===== config.mk =====
export PLATFORM = sky130hd
export DESIGN_NAME = mcpu_irq_ctrl
export DESIGN_NICKNAME = d
export VERILOG_FILES = /design/src/rtl/mcpu_irq_pkg.sv /design/src/rtl/mcpu_irq_decode.sv /design/src/rtl/mcpu_irq_srcbank.sv /design/src/rtl/mcpu_irq_cpuif.sv /design/src/rtl/mcpu_irq_ctrl.sv
export SDC_FILE = /design/constraint.sdc
export NUM_CORES = 1
export LEC_CHECK = 0
export ABC_AREA = 1
export BUFFER_PORTS_ARGS = -buffer_cell sky130_fd_sc_hd__buf_2
export CAP_MARGIN = 20
export CORE_ASPECT_RATIO = 0.8
export CORE_MARGIN = 2
export CORE_UTILIZATION = 45
export DETAILED_ROUTE_END_ITERATION = 6
export HOLD_SLACK_MARGIN = 0.05
export PLACE_DENSITY = 0.6
export SETUP_SLACK_MARGIN = 0.3
export SYNTH_ARGS = -nofsm -noshare
export SYNTH_HDL_FRONTEND = slang
export SYNTH_SLANG_ARGS = --single-unit

===== constraint.sdc =====
create_clock -name clk -period 5.7 [get_ports clk]
set_clock_uncertainty 0.1 [all_clocks]
set_input_delay 0.57 -clock clk [delete_from_list [all_inputs] [get_ports clk]]
set_output_delay 0.57 -clock clk [all_outputs]
set_load 0.03 [all_outputs]

===== src/rtl/mcpu_irq_pkg.sv =====
package mcpu_irq_pkg;
   localparam int ADDR_W    = 16;
   localparam int DATA_W    = 32;
   localparam int ID_W      = 10;
   localparam int CPU_ID_W  = 2;
   localparam int ROUTE_W   = 4;

   localparam logic [ADDR_W-1:0] OFS_CTRL       = 16'h000;
   localparam logic [ADDR_W-1:0] OFS_ENA_SET    = 16'h030;
   localparam logic [ADDR_W-1:0] OFS_ENA_CLR    = 16'h034;
   localparam logic [ADDR_W-1:0] OFS_ACK        = 16'h044;
   localparam logic [ADDR_W-1:0] OFS_MSK_SET    = 16'h048;
   localparam logic [ADDR_W-1:0] OFS_MSK_CLR    = 16'h04C;
   localparam logic [ADDR_W-1:0] OFS_ROUTE_BASE = 16'h100;

   localparam logic [ID_W-1:0] ID_NONE = 10'h3FF;

   typedef struct packed {
      logic              ena_set;
      logic              ena_clr;
      logic              msk_set;
      logic              msk_clr;
      logic              route_we;
      logic [ID_W-1:0]   wr_id;
      logic [ID_W-1:0]   route_id;
      logic              route_hit;
   } wr_decode_t;
endpackage


===== src/rtl/mcpu_irq_decode.sv =====
module mcpu_irq_decode
   import mcpu_irq_pkg::*;
#(
   parameter int NUM_SRC = 32
) (
   input  logic              req_valid,
   input  logic              req_write,
   input  logic              req_percpu,
   input  logic [ADDR_W-1:0] req_addr,
   input  logic [DATA_W-1:0] req_wdata,
   output wr_decode_t        dec_o
);
   localparam logic [ADDR_W-1:0] ROUTE_END = ADDR_W'(int'(OFS_ROUTE_BASE) + 4 * NUM_SRC);

   logic              wr_glb;
   logic              wr_pcpu;
   logic              id_ok;
   logic [ADDR_W-1:0] route_ofs;

   always_comb begin
      wr_glb    = req_valid && req_write && !req_percpu;
      wr_pcpu   = req_valid && req_write && req_percpu;
      id_ok     = req_wdata < DATA_W'(NUM_SRC);
      route_ofs = req_addr - OFS_ROUTE_BASE;

      dec_o           = '0;
      dec_o.wr_id     = req_wdata[ID_W-1:0];
      dec_o.ena_set   = wr_glb  && id_ok && (req_addr == OFS_ENA_SET);
      dec_o.ena_clr   = wr_glb  && id_ok && (req_addr == OFS_ENA_CLR);
      dec_o.msk_set   = wr_pcpu && id_ok && (req_addr == OFS_MSK_SET);
      dec_o.msk_clr   = wr_pcpu && id_ok && (req_addr == OFS_MSK_CLR);
      dec_o.route_hit = (req_addr >= OFS_ROUTE_BASE) && (req_addr < ROUTE_END) &&
                        (req_addr[1:0] == 2'b00);
      dec_o.route_id  = route_ofs[ID_W+1:2];
      dec_o.route_we  = wr_glb && dec_o.route_hit;
   end
endmodule


===== src/rtl/mcpu_irq_srcbank.sv =====
module mcpu_irq_srcbank
   import mcpu_irq_pkg::*;
#(
   parameter int NUM_SRC = 32
) (
   input  logic                             clk,
   input  logic                             rst_n,
   input  wr_decode_t                       dec_i,
   input  logic [ROUTE_W-1:0]               route_wdata,
   output logic [NUM_SRC-1:0]               ena_o,
   output logic [NUM_SRC-1:0][ROUTE_W-1:0]  route_o
);
   for (genvar s = 0; s < NUM_SRC; s++) begin : g_src
      logic hit_en;
      logic hit_rt;
      assign hit_en = (dec_i.wr_id    == ID_W'(s));
      assign hit_rt = (dec_i.route_id == ID_W'(s));

      always_ff @(posedge clk) begin
         if (!rst_n) begin
            ena_o[s]   <= 1'b0;
            route_o[s] <= ROUTE_W'(1);
         end else begin
            if (dec_i.ena_set && hit_en)
               ena_o[s] <= 1'b1;
            else if (dec_i.ena_clr && hit_en)
               ena_o[s] <= 1'b0;
            if (dec_i.route_we && hit_rt)
               route_o[s] <= route_wdata;
         end
      end
   end
endmodule


===== src/rtl/mcpu_irq_cpuif.sv =====
module mcpu_irq_cpuif
   import mcpu_irq_pkg::*;
#(
   parameter int NUM_SRC      = 32,
   parameter int TIMER_SRC    = 5,
   parameter bit TIMER_BYPASS = 1'b1
) (
   input  logic               clk,
   input  logic               rst_n,
   input  logic [NUM_SRC-1:0] src_i,
   input  logic [NUM_SRC-1:0] ena_i,
   input  logic [NUM_SRC-1:0] routed_i,
   input  logic               sel_i,
   input  wr_decode_t         dec_i,
   output logic [ID_W-1:0]    ack_o,
   output logic               irq_o
);
   logic [NUM_SRC-1:0] mask_q;
   logic [NUM_SRC-1:0] gate;
   logic [NUM_SRC-1:0] elig;

   for (genvar s = 0; s < NUM_SRC; s++) begin : g_src
      logic hit;
      assign hit = sel_i && (dec_i.wr_id == ID_W'(s));

      always_ff @(posedge clk) begin
         if (!rst_n)
            mask_q[s] <= 1'b1;
         else if (dec_i.msk_set && hit)
            mask_q[s] <= 1'b1;
         else if (dec_i.msk_clr && hit)
            mask_q[s] <= 1'b0;
      end

      if (TIMER_BYPASS && s == TIMER_SRC) begin : g_timer
         assign gate[s] = 1'b1;
      end else begin : g_shared
         assign gate[s] = ena_i[s];
      end

      assign elig[s] = src_i[s] && routed_i[s] && !mask_q[s] && gate[s];
   end

   always_comb begin
      ack_o = ID_NONE;
      for (int s = NUM_SRC - 1; s >= 0; s--)
         if (elig[s]) ack_o = ID_W'(s);
   end

   always_ff @(posedge clk) begin
      if (!rst_n) irq_o <= 1'b0;
      else        irq_o <= |elig;
   end
endmodule


===== src/rtl/mcpu_irq_ctrl.sv =====
module mcpu_irq_ctrl
   import mcpu_irq_pkg::*;
#(
   parameter int NUM_SRC      = 32,
   parameter int NUM_CPU      = 4,
   parameter int TIMER_SRC    = 5,
   parameter bit TIMER_BYPASS = 1'b1
) (
   input  logic                  clk,
   input  logic                  rst_n,
   input  logic [NUM_SRC-1:0]    src_i,
   input  logic                  req_valid,
   input  logic                  req_write,
   input  logic                  req_percpu,
   input  logic [CPU_ID_W-1:0]   req_cpu,
   input  logic [ADDR_W-1:0]     req_addr,
   input  logic [DATA_W-1:0]     req_wdata,
   output logic                  rd_valid,
   output logic [DATA_W-1:0]     rd_data,
   output logic [NUM_CPU-1:0]    irq_o
);
   localparam logic [DATA_W-1:0] CTRL_WORD = DATA_W'(NUM_SRC) << 2;

   initial begin
      assert (NUM_CPU >= 1 && NUM_CPU <= ROUTE_W) else $error("NUM_CPU out of range");
      assert (NUM_SRC >= 2 && NUM_SRC < 1023) else $error("NUM_SRC out of range");
      assert (TIMER_SRC < NUM_SRC) else $error("TIMER_SRC out of range");
   end

   wr_decode_t                        dec;
   logic [NUM_SRC-1:0]                ena;
   logic [NUM_SRC-1:0][ROUTE_W-1:0]   route;
   logic [NUM_CPU-1:0][ID_W-1:0]      ack;
   logic [ID_W-1:0]                   ack_sel;
   logic [ROUTE_W-1:0]                route_sel;
   logic [DATA_W-1:0]                 rd_next;

   mcpu_irq_decode #(.NUM_SRC(NUM_SRC)) u_dec (
      .req_valid (req_valid),
      .req_write (req_write),
      .req_percpu(req_percpu),
      .req_addr  (req_addr),
      .req_wdata (req_wdata),
      .dec_o     (dec)
   );

   mcpu_irq_srcbank #(.NUM_SRC(NUM_SRC)) u_bank (
      .clk        (clk),
      .rst_n      (rst_n),
      .dec_i      (dec),
      .route_wdata(req_wdata[ROUTE_W-1:0]),
      .ena_o      (ena),
      .route_o    (route)
   );

   for (genvar c = 0; c < NUM_CPU; c++) begin : g_cpu
      logic [NUM_SRC-1:0] routed;
      for (genvar s = 0; s < NUM_SRC; s++) begin : g_rt
         assign routed[s] = route[s][c];
      end

      mcpu_irq_cpuif #(
         .NUM_SRC     (NUM_SRC),
         .TIMER_SRC   (TIMER_SRC),
         .TIMER_BYPASS(TIMER_BYPASS)
      ) u_cpu (
         .clk     (clk),
         .rst_n   (rst_n),
         .src_i   (src_i),
         .ena_i   (ena),
         .routed_i(routed),
         .sel_i   (req_cpu == CPU_ID_W'(c)),
         .dec_i   (dec),
         .ack_o   (ack[c]),
         .irq_o   (irq_o[c])
      );
   end

   always_comb begin
      ack_sel = ID_NONE;
      for (int c = 0; c < NUM_CPU; c++)
         if (req_cpu == CPU_ID_W'(c)) ack_sel = ack[c];
      route_sel = '0;
      for (int s = 0; s < NUM_SRC; s++)
         if (dec.route_id == ID_W'(s)) route_sel = route[s];

      rd_next = '0;
      if (req_percpu) begin
         if (req_addr == OFS_ACK) rd_next = DATA_W'(ack_sel);
      end else if (req_addr == OFS_CTRL) begin
         rd_next = CTRL_WORD;
      end else if (dec.route_hit) begin
         rd_next = DATA_W'(route_sel);
      end
   end

   always_ff @(posedge clk) begin
      if (!rst_n) begin
         rd_valid <= 1'b0;
         rd_data  <= '0;
      end else begin
         rd_valid <= req_valid && !req_write;
         if (req_valid && !req_write) rd_data <= rd_next;
      end
   end
endmodule


==> out/results.ini, run 1 <==
[yosys]
synth-seq-area-share_pct = 36.89
syn_area_per_cell_sq_um = 6.599
synth_top_cell_by_area = dfxtp_1
synth_largest_type_area_fraction_pct = 36.89
top_cells_by_area_synth = dfxtp_1 37%, nand2_1 11%, inv_1 8.7%
synth_edf_count = 0
synthArstFlopShare_pct = 0
syn-cell-area_sq_um = 16230
dominantRegCellSynth = dfxtp_1
synth.ff_latch_count = 299
postSynthCellCount = 2459
synth.yosys.warnings = 0
synth_cell_types = 44

[layout]
most_common_cell_after_layout_fill_and_taps_aside = nand2_1
drive_gt1_share_pct = 8.889
layout.cells.most_common_list = 496 x nand2_1, 375 x inv_1, 299 x dfxtp_1
layout_net_count = 2584
multiInputGateArea_sq_um = 8194
area.sequential_sq_um = 5986
area_growth_syn_to_layout_pct = 11.70
fillers = 3700
final_cell_count_no_fill = 3001

[global_routing]
grt_max_degree = 93
first_pass_grt_wire_length_um = 99550
grt_antenna_before_repair = 2
grt_usage_pct = 35.23
grt-ovfl-total = 0
via_count_of_the_first_global_routing_pass = 15710

[route]
drcViolationCount = 0
initialDrtViolationCount = 2070
detailroute.via_count = 17480
drtPass1Iterations = 6
via_per_inst = 5.824
final_antenna_net_count = 0
avgRoutedWirePerCell_um = 22.49
finalWirelength_um = 67490

[clock_network]
number_of_h_tree_levels = 2
cts_made_buffers = 34
tritoncts = yes
cts.sinks = 299
clkLatencyLatePin_ns = 0.54
clock_path_buffers = 3
clkTransAtPathRegs_ns = 0.07
clockRootBuffer = clkbuf_16
cts_resized = 0
holdBufCountCts = 0
cts_setup_buffers = 0

[sta]
grt_setup_unrepaired = false
period_share_pct = 69.85
hold_viol = 0
worst-slew-pin-transition_ns = 1.087
timing.final.max_slew_violations = 0
max_slew_margin_pct = 27.46
max_clock_freq_ghz = 0.2512
finalSetupTns_ns = 0
hold-worst-slack_ns = 0.2910
setup_viol = 0
period_needed_ns = 3.981

[critical_path]
worst-path-max-fanout = 35
endpoint_kind = register
timing.critical_path.required_ns = 6.04
critPathArrivalTime_ns = 4.33
crit-reg2reg-launch = u_bank.ena_o[30]
startpoint_type = input pin
criticalPathCategory = input pin to register
critPathLaunch = req_addr[8]

[floorplanning]
die_area_sq_um = 37600
core_sq_um = 35680
rows = 62
die_y_um = 173.8
die_w_um = 216.3
initial_utilization_pct = 45.47
top_level_port_count = 124

[pwr]
combinationalPowerShare_pct = 5.5
switching_share_pct = 24.39
pwr-share-clk_pct = 49.9
power.internal_mw = 3.545
power_density_nw_per_um2 = 258.7
power_frac_seq_pct = 44.6
power_leakage_nw = 6.850
total_switching_power_mw = 1.144
peakVddDrop_v = 0.0002001

[min_path]
hold_path_startpoint = req_wdata[8]
min_path_type = input pin to register

[placed_design]
dpl.cell_count = 2941
hpwl_um = 48510
buffer_ports.inserted = 101
place_congestion = 1.008

[outcome]
run_status = finished clean

[job]
cap_viol_max_count = 0

## worst paths after layout
kind | endpoint | slack, ns | depth (start not counted)
worst max-delay path | rd_data[0] | 1.72 | 27
worst min-delay path | u_bank.ena_o[19] | 0.29 | 4
worst max register to register | rd_data[0] | 2.21 | 37
worst min register to register | u_bank.ena_o[13] | 0.36 | 2
## per-stage QoR
stage	area (sq um)	worst slack, ns	power [mW]	utilization, %
after floorplan	16310	3.057	2.287	-
after global placement	16950	1.316	2.388	47.49
after detailed placement	16950	1.305	2.388	47.49
after CTS	18120	1.856	4.695	50.79
after global routing	18120	1.446	4.802	50.79
final	18130	1.719	4.689	50.80
## power by group through the flow
stage	Sequential, mW	Combinational (mW)	Clock [mW]
after global placement	2.14	0.248	0
final	2.09	0.257	2.34
after floorplan	2.14	0.143	0
after CTS	2.09	0.249	2.35
after global routing	2.09	0.267	2.44
after detailed placement	2.14	0.249	0
## cells by family (layout without fill, tap and decap cells)
group	count (synthesis)	count (layout)	share of synthesized area [%]
and+or+nand+nor	982	982	25.92
AOI/OAI and AO/OA	641	641	23.95
other	1	23	0.02311
DFF	299	299	36.89
buffers and inverters	536	576	13.22
## sequential cells by signal, summed over array words and instances, names as in the netlist
register            cells
g_cpu.u_cpu.irq_o       4
g_cpu.u_cpu.mask_q    128
rd_data                 7
u_bank.route_o        128
rd_valid                1
u_bank.ena_o           31
## critical path, stage by stage
cell	delay (ns)
buf_2	0.14
nor2_2	0.14
nor2_2	0.05
nor2_2	0.12
nand2_4	0.28
inv_2	0.36
nand3_2	0.20
inv_1	0.13
nand2_1	0.05
nand2_1	0.10
nand4_1	0.14
nand2_1	0.13
nand3_1	0.09
nor3_1	0.23
nand4_1	0.14
nand2_1	0.12
nand3_1	0.08
nand2_1	0.18
nand4_1	0.14
nand2_1	0.11
nand4_1	0.17
nand2_1	0.11
nand4_1	0.08
nand2_1	0.19
nand3_1	0.10
nand2_1	0.09
inv_1	0.04
## final cells by class
cell class	instances	area share, %
inverters	395	8.194
clock buffers	48	5.722
flip-flops and latches	299	33.02
multi-input cells	1645	45.21
repair buffers	122	3.762
diodes	1	0.01381
well taps	480	3.313
clock inverters	11	0.7662
## cell usage after synthesis, types with 8 or more instances
cell type and n:
o31ai_1 85, buf_4 29, o311ai_0 47, dfxtp_1 299, clkbuf_1 101, o211ai_1 75
nor3_1 143, a21oi_1 166, o21ai_0 225, nand2_1 496, nor2_1 227, o21ai_1 8
inv_2 13, nand4_1 33, nor4_1 15, inv_1 377, o311ai_1 13, nand3_1 34
## layer usage
layer,global-route usage [%],up-vias,part of all wire [%]
met2,48.78,923,39
met4,11.82,0,3.2
met3,7.947,131,11
met5,0,-,0
met1,53.14,8163,46
li1,-,8260,-
No activity file was read; power rests on OpenSTA's default activity.
==> run 2: changes to the inputs <==
==> constraint.sdc (replaced) <==
create_clock -name clk -period 3.8 [get_ports clk]
set_clock_uncertainty 0.1 [all_clocks]
set_input_delay 0.38 -clock clk [delete_from_list [all_inputs] [get_ports clk]]
set_output_delay 0.38 -clock clk [all_outputs]
set_load 0.03 [all_outputs]
==> run 2 against run 1 <==
Setup slack lost 1.2 ns. Critical path depth is 1 higher. Combinational power rose by 57%. Final area rose by 1.9%. Worst hold slack worse by 0.20 ns. Flip-flop and latch count stayed put. Die area unchanged. Total power increased by 49%. Clock power grew 48%. Critical endpoint unchanged.
==> out/results.ini, run 2 (synthesis results as in run 1) <==
[outcome]
run_status = finished clean

[global_routing]
first_pass_grt_wire_length_um = 100500
grt_usage_pct = 35.56
grt-ovfl-total = 0
via_count_of_the_first_global_routing_pass = 15890
grt_antenna_before_repair = 2
grt_max_degree = 90

[route]
highest-signal-layer = met4
wl_met2_um = 27040
avgRoutedWirePerCell_um = 22.32
detailed_routing_wirelength_on_met1_um = 31100
drcViolationCount = 0
detailroute.via_count = 17420
final_antenna_net_count = 0
met3RoutedLength_um = 7882
finalWirelength_um = 68000
via_per_inst = 5.716
drtPass1Iterations = 5
initialDrtViolationCount = 2104

[critical_path]
criticalPathCategory = input pin to register
endpoint_kind = register
worst_path_max_delay_cell = nand2_4
critical_path.max_stage_delay_ns = 0.21
worst-path-max-fanout = 11
critical_path.most_common_cell = nand2_1
startpoint_type = input pin
timing.critical_path.required_ns = 4.15
worst_path_dominant_cell_family = simple AND/OR/NAND/NOR gates
critical_path.n_buffers_inverters = 3
critPathArrivalTime_ns = 3.65
rrSetupSlack_ns = 0.69

[sta]
timing.final.max_slew_violations = 0
period_needed_ns = 3.303
max_slew_margin_pct = 26.00
final.setup.worst_slack_ns = 0.4973
setup_viol = 0
worst-slew-pin-transition_ns = 1.109
hold_viol = 0
grt_setup_unrepaired = false
hold-worst-slack_ns = 0.09340
period_share_pct = 86.91
max_clock_freq_ghz = 0.3028

[clock_network]
clkTransAtPathRegs_ns = 0.06
number_of_h_tree_levels = 2
clockRootBuffer = clkbuf_16
cts.sinks = 299
tritoncts = yes
cts_made_buffers = 35
clock_path_buffers = 3
clkLatencyLatePin_ns = 0.55
holdBufCountCts = 0

[layout]
most_common_cell_after_layout_fill_and_taps_aside = nand2_1
final_cell_count_no_fill = 3047
layout_net_count = 2626
final_area_sq_um = 18480
area_growth_syn_to_layout_pct = 13.87
layout_top_registers = g_cpu.u_cpu.mask_q x128, u_bank.route_o x128, u_bank.ena_o x31
layout.cells.most_common_list = 493 x nand2_1, 376 x inv_1, 299 x dfxtp_1
drive_gt1_share_pct = 10.91

[pwr]
pwr-share-clk_pct = 49.4
switching_share_pct = 25.74
power_density_nw_per_um2 = 379.2
total_switching_power_mw = 1.804
power_frac_seq_pct = 44.8
power_leakage_nw = 7.079
power.internal_mw = 5.203
peakVddDrop_v = 0.0004388
combinationalPowerShare_pct = 5.8

[placed_design]
pre_cts_ws_ns = -0.1949
placement.cell_area_sq_um = 17220
hpwl_um = 50190
buffer_ports.inserted = 101
place_congestion = 1.004
dpl.cell_count = 2975

[job]
cap_viol_max_count = 0

[min_path]
min_path_type = input pin to register

[floorplanning]
core_sq_um = 35680
top_level_port_count = 124
die_area_sq_um = 37600
initial_utilization_pct = 45.47
die_y_um = 173.8
die_w_um = 216.3
rows = 62

run 2: cell count changes in the layout (fill, tap and decap cells not counted), sizes merged:
cell      delta
buf         +41
clkinv       +9
clkinvlp     -2
inv          +5
clkbuf       -7
run 2: worst paths after layout:
path / from / end / depth (start not counted)
setup / recovery: req_addr[8] / rd_data[0] / 28
hold / removal: req_wdata[8] / u_bank.ena_o[19] / 4
hold reg to reg: u_bank.ena_o[18] / u_bank.ena_o[18] / 2
setup reg to reg: u_bank.ena_o[22] / rd_data[1] / 18
run 2: cell type report:
class / count / area (sq um)
fill: 3701 / 17210
multi-input combinational: 1645 / 8233
sequential: 299 / 5986
inverter: 395 / 1490
timing repair buffer: 163 / 1015
clock buffer: 41 / 928.4
tap: 480 / 600.6
clock inverter: 23 / 222.7
antenna: 1 / 2.502
run 2: per-stage QoR:
stage | TNS [ns] | total power, mW | utilization [%]
6_report | 0 | 7.007 | 51.78
4_1_cts | 0 | 6.999 | 51.48
5_1_grt | 0 | 7.166 | 51.77
2_1_floorplan | 0 | 3.431 | -
3_5_place_dp | -0.4043 | 3.591 | 48.25
3_3_place_gp | -0.4185 | 3.590 | 48.25
run 2: timing repair:
item	CTS	global route
endpoints found under the setup margin	0	3
resized for setup	0	15
setup buffers	0	7
run 2: power groups by stage:
stage	logic (mW)	registers [mW]	clock network [mW]
after floorplan	0.215	3.22	0
after global placement	0.380	3.21	0
after detailed placement	0.381	3.21	0
after CTS	0.381	3.14	3.48
after global routing	0.417	3.14	3.61
final	0.404	3.14	3.46
run 2: metal layers:
metal | vias to the layer above | GRT usage, %
li1 | 8330 | -
met4 | 0 | 10.42
met5 | - | 0
met3 | 127 | 10.26
met2 | 893 | 50.05
met1 | 8066 | 52.16
run 2: worst reg2reg max path, cell delays in order, from the launching register on:
cell,delay (ns)
dfxtp_1,0.32
nand2_1,0.11
nor3_1,0.66
nor2_1,0.28
o31ai_1,0.20
nand2_1,0.12
nand2_1,0.08
nand2_1,0.07
nand2_1,0.07
nand2_1,0.07
nand2_1,0.07
nand2_1,0.06
nand2_1,0.05
nand2_1,0.06
nand2_1,0.06
a21oi_1,0.06
nor3_1,0.21
a31oi_1,0.19
a21oi_1,0.19
==> run 3: changes to the inputs <==
--- a/config.mk
+++ b/config.mk
@@ -6,7 +6,7 @@
 export NUM_CORES = 1
 export LEC_CHECK = 0
 export ABC_AREA = 1
-export BUFFER_PORTS_ARGS = -buffer_cell sky130_fd_sc_hd__buf_2
+export BUFFER_PORTS_ARGS = -buffer_cell sky130_fd_sc_hd__buf_4
 export CAP_MARGIN = 20
 export CORE_ASPECT_RATIO = 0.8
 export CORE_MARGIN = 2
==> run 3 against run 2 <==
Worst hold slack gained 0.014 ns. Via count about the same. Fmax down 1.8%. Flip-flop and latch count stayed put. Utilization up 0.34 points. Count of clock-buffer cells in the layout up 8. Die area unchanged.
==> out/results.ini, run 3 (synthesis results as in run 1) <==
[outcome]
run_status = finished clean

[sta]
timing.final.max_slew_violations = 0
hold-worst-slack_ns = 0.1078
setup_viol = 0
max_clock_freq_ghz = 0.2973
grt_setup_unrepaired = true
period_needed_ns = 3.363
max_slew_margin_pct = 27.88
worst-slew-pin-transition_ns = 1.082
period_share_pct = 88.51
hold_viol = 0

[critical_path]
worst-path-max-fanout = 13
startpoint_type = input pin
criticalPathCategory = input pin to register
critical_path.reg2reg.endpoint = rd_data[0]
endpoint_kind = register
rrSetupSlack_ns = 0.56
timing.critical_path.required_ns = 4.12
r2r.worst_path.cells = 37
critPathArrivalTime_ns = 3.68
crit-reg2reg-launch = u_bank.ena_o[30]

[route]
drtPass1Iterations = 6
detailroute.via_count = 17410
finalWirelength_um = 67260
avgRoutedWirePerCell_um = 22.20
via_per_inst = 5.746
final_antenna_net_count = 0
initialDrtViolationCount = 2122
drcViolationCount = 0

[global_routing]
grt_max_degree = 142
grt_usage_pct = 35.01
via_count_of_the_first_global_routing_pass = 15990
grt_antenna_before_repair = 1
grt-ovfl-total = 0
first_pass_grt_wire_length_um = 99620

[job]
cap_viol_max_count = 0

[layout]
drive_gt1_share_pct = 10.39
area_growth_syn_to_layout_pct = 14.61
most_common_cell_after_layout_fill_and_taps_aside = nand2_1
layout_net_count = 2613
final_area_sq_um = 18600
layout.cells.most_common_list = 491 x nand2_1, 376 x inv_1, 299 x dfxtp_1
layout_top_registers = g_cpu.u_cpu.mask_q x128, u_bank.route_o x128, u_bank.ena_o x31
antenna_cells = 0

[pwr]
power_density_nw_per_um2 = 372.8
peakVddDrop_v = 0.0002831
power_leakage_nw = 7.056

[min_path]
min_path_type = input pin to register
timing.hold.worst_endpoint = u_bank.route_o[0]
hold_depth = 2
hold_path_startpoint = rst_n

[clock_network]
clock_path_buffers = 3
clockRootBuffer = clkbuf_16
number_of_h_tree_levels = 2
cts_made_buffers = 34
cts.sinks = 299
clkLatencyLatePin_ns = 0.53
clkTransAtPathRegs_ns = 0.07
holdBufCountCts = 0
tritoncts = yes

[placed_design]
place_congestion = 0.9858
hpwl_um = 48790
placement.cell_area_sq_um = 17390
buffer_ports.inserted = 101

[floorplanning]
die_area_sq_um = 37600
core_sq_um = 35680
die_y_um = 173.8
die_w_um = 216.3
top_level_port_count = 124
initial_utilization_pct = 45.47
rows = 62

-- run 3: how the worst max path moves through the flow --
stage                      startpoint         end  slack, ns  depth (start not counted)
after floorplan           req_addr[8]  rd_data[3]       1.35                         25
after global placement    req_addr[3]  rd_data[3]      -0.31                         25
after detailed placement  req_addr[3]  rd_data[3]      -0.29                         25
after CTS                 req_addr[3]  rd_data[3]       0.36                         25
after global routing      req_addr[7]  rd_data[2]       0.27                         33
final                     req_addr[7]  rd_data[0]       0.44                         26
-- run 3: critical path: stages --
cell	delay (ns)
buf_4	0.14
nor2_4	0.14
nand3_2	0.15
buf_4	0.25
nor3_4	0.23
nand2_1	0.07
nand2_1	0.07
nand2_1	0.06
nand2_1	0.08
nand4_1	0.12
nand2_1	0.15
nand3_1	0.14
nor3_2	0.17
nand4_1	0.12
nand2_1	0.13
nand3_1	0.10
nand2_2	0.13
nand4_1	0.11
nand2_1	0.09
nand4_1	0.21
nand2_2	0.16
nand4_1	0.12
nand2_2	0.14
nand3_1	0.09
nand2_1	0.08
inv_1	0.04
-- run 3: final cells by class --
cell class | instances | area [sq um]
multi-input cells | 1645 | 8233
inverters | 395 | 1488
flip-flops and latches | 299 | 5986
well taps | 480 | 600.6
fillers | 3691 | 17090
clock buffers | 49 | 1031
clock inverters | 11 | 93.84
repair buffers | 151 | 1166
-- run 3: per-layer routing --
metal  part of all wire, %  GRT usage, %  wire (um)
met5                     0             0          0
met4                   2.8         9.989       1904
met3                    11         7.333       7487
met2                    40         50.21      27130
met1                    46         52.38      30740
-- run 3: power by group --
part           switching [mW]  total, mW  internal [mW]  leakage (nW)
registers             0.00280       3.14           3.14          2.42
logic                   0.313      0.421          0.109          4.10
clock network            1.41       3.37           1.96         0.545
total                    1.73       6.93           5.21          7.06
-- run 3: what timing repair did --
item                                   in CTS  in global routing
setup buffers                               0                  2
endpoints found under the hold margin       0                  0
resized for setup                           1                 15
setup endpoints to repair                   1                  3
pin swaps                                   0                  1
-- run 3: stage by stage --
step / setup WS, ns / TNS (ns) / util, % / cells / power [mW]
3_5_place_dp: -0.2921 / -0.5145 / 48.73 / 2968 / 3.614
5_1_grt: 0.2680 / 0 / 52.12 / 3030 / 7.106
4_1_cts: 0.3555 / 0 / 51.89 / 3028 / 6.951
2_1_floorplan: 1.347 / 0 / - / 2480 / 3.431
6_report: 0.4367 / 0 / 52.12 / 3030 / 6.933
3_3_place_gp: -0.3095 / -0.5831 / 48.73 / 2968 / 3.612
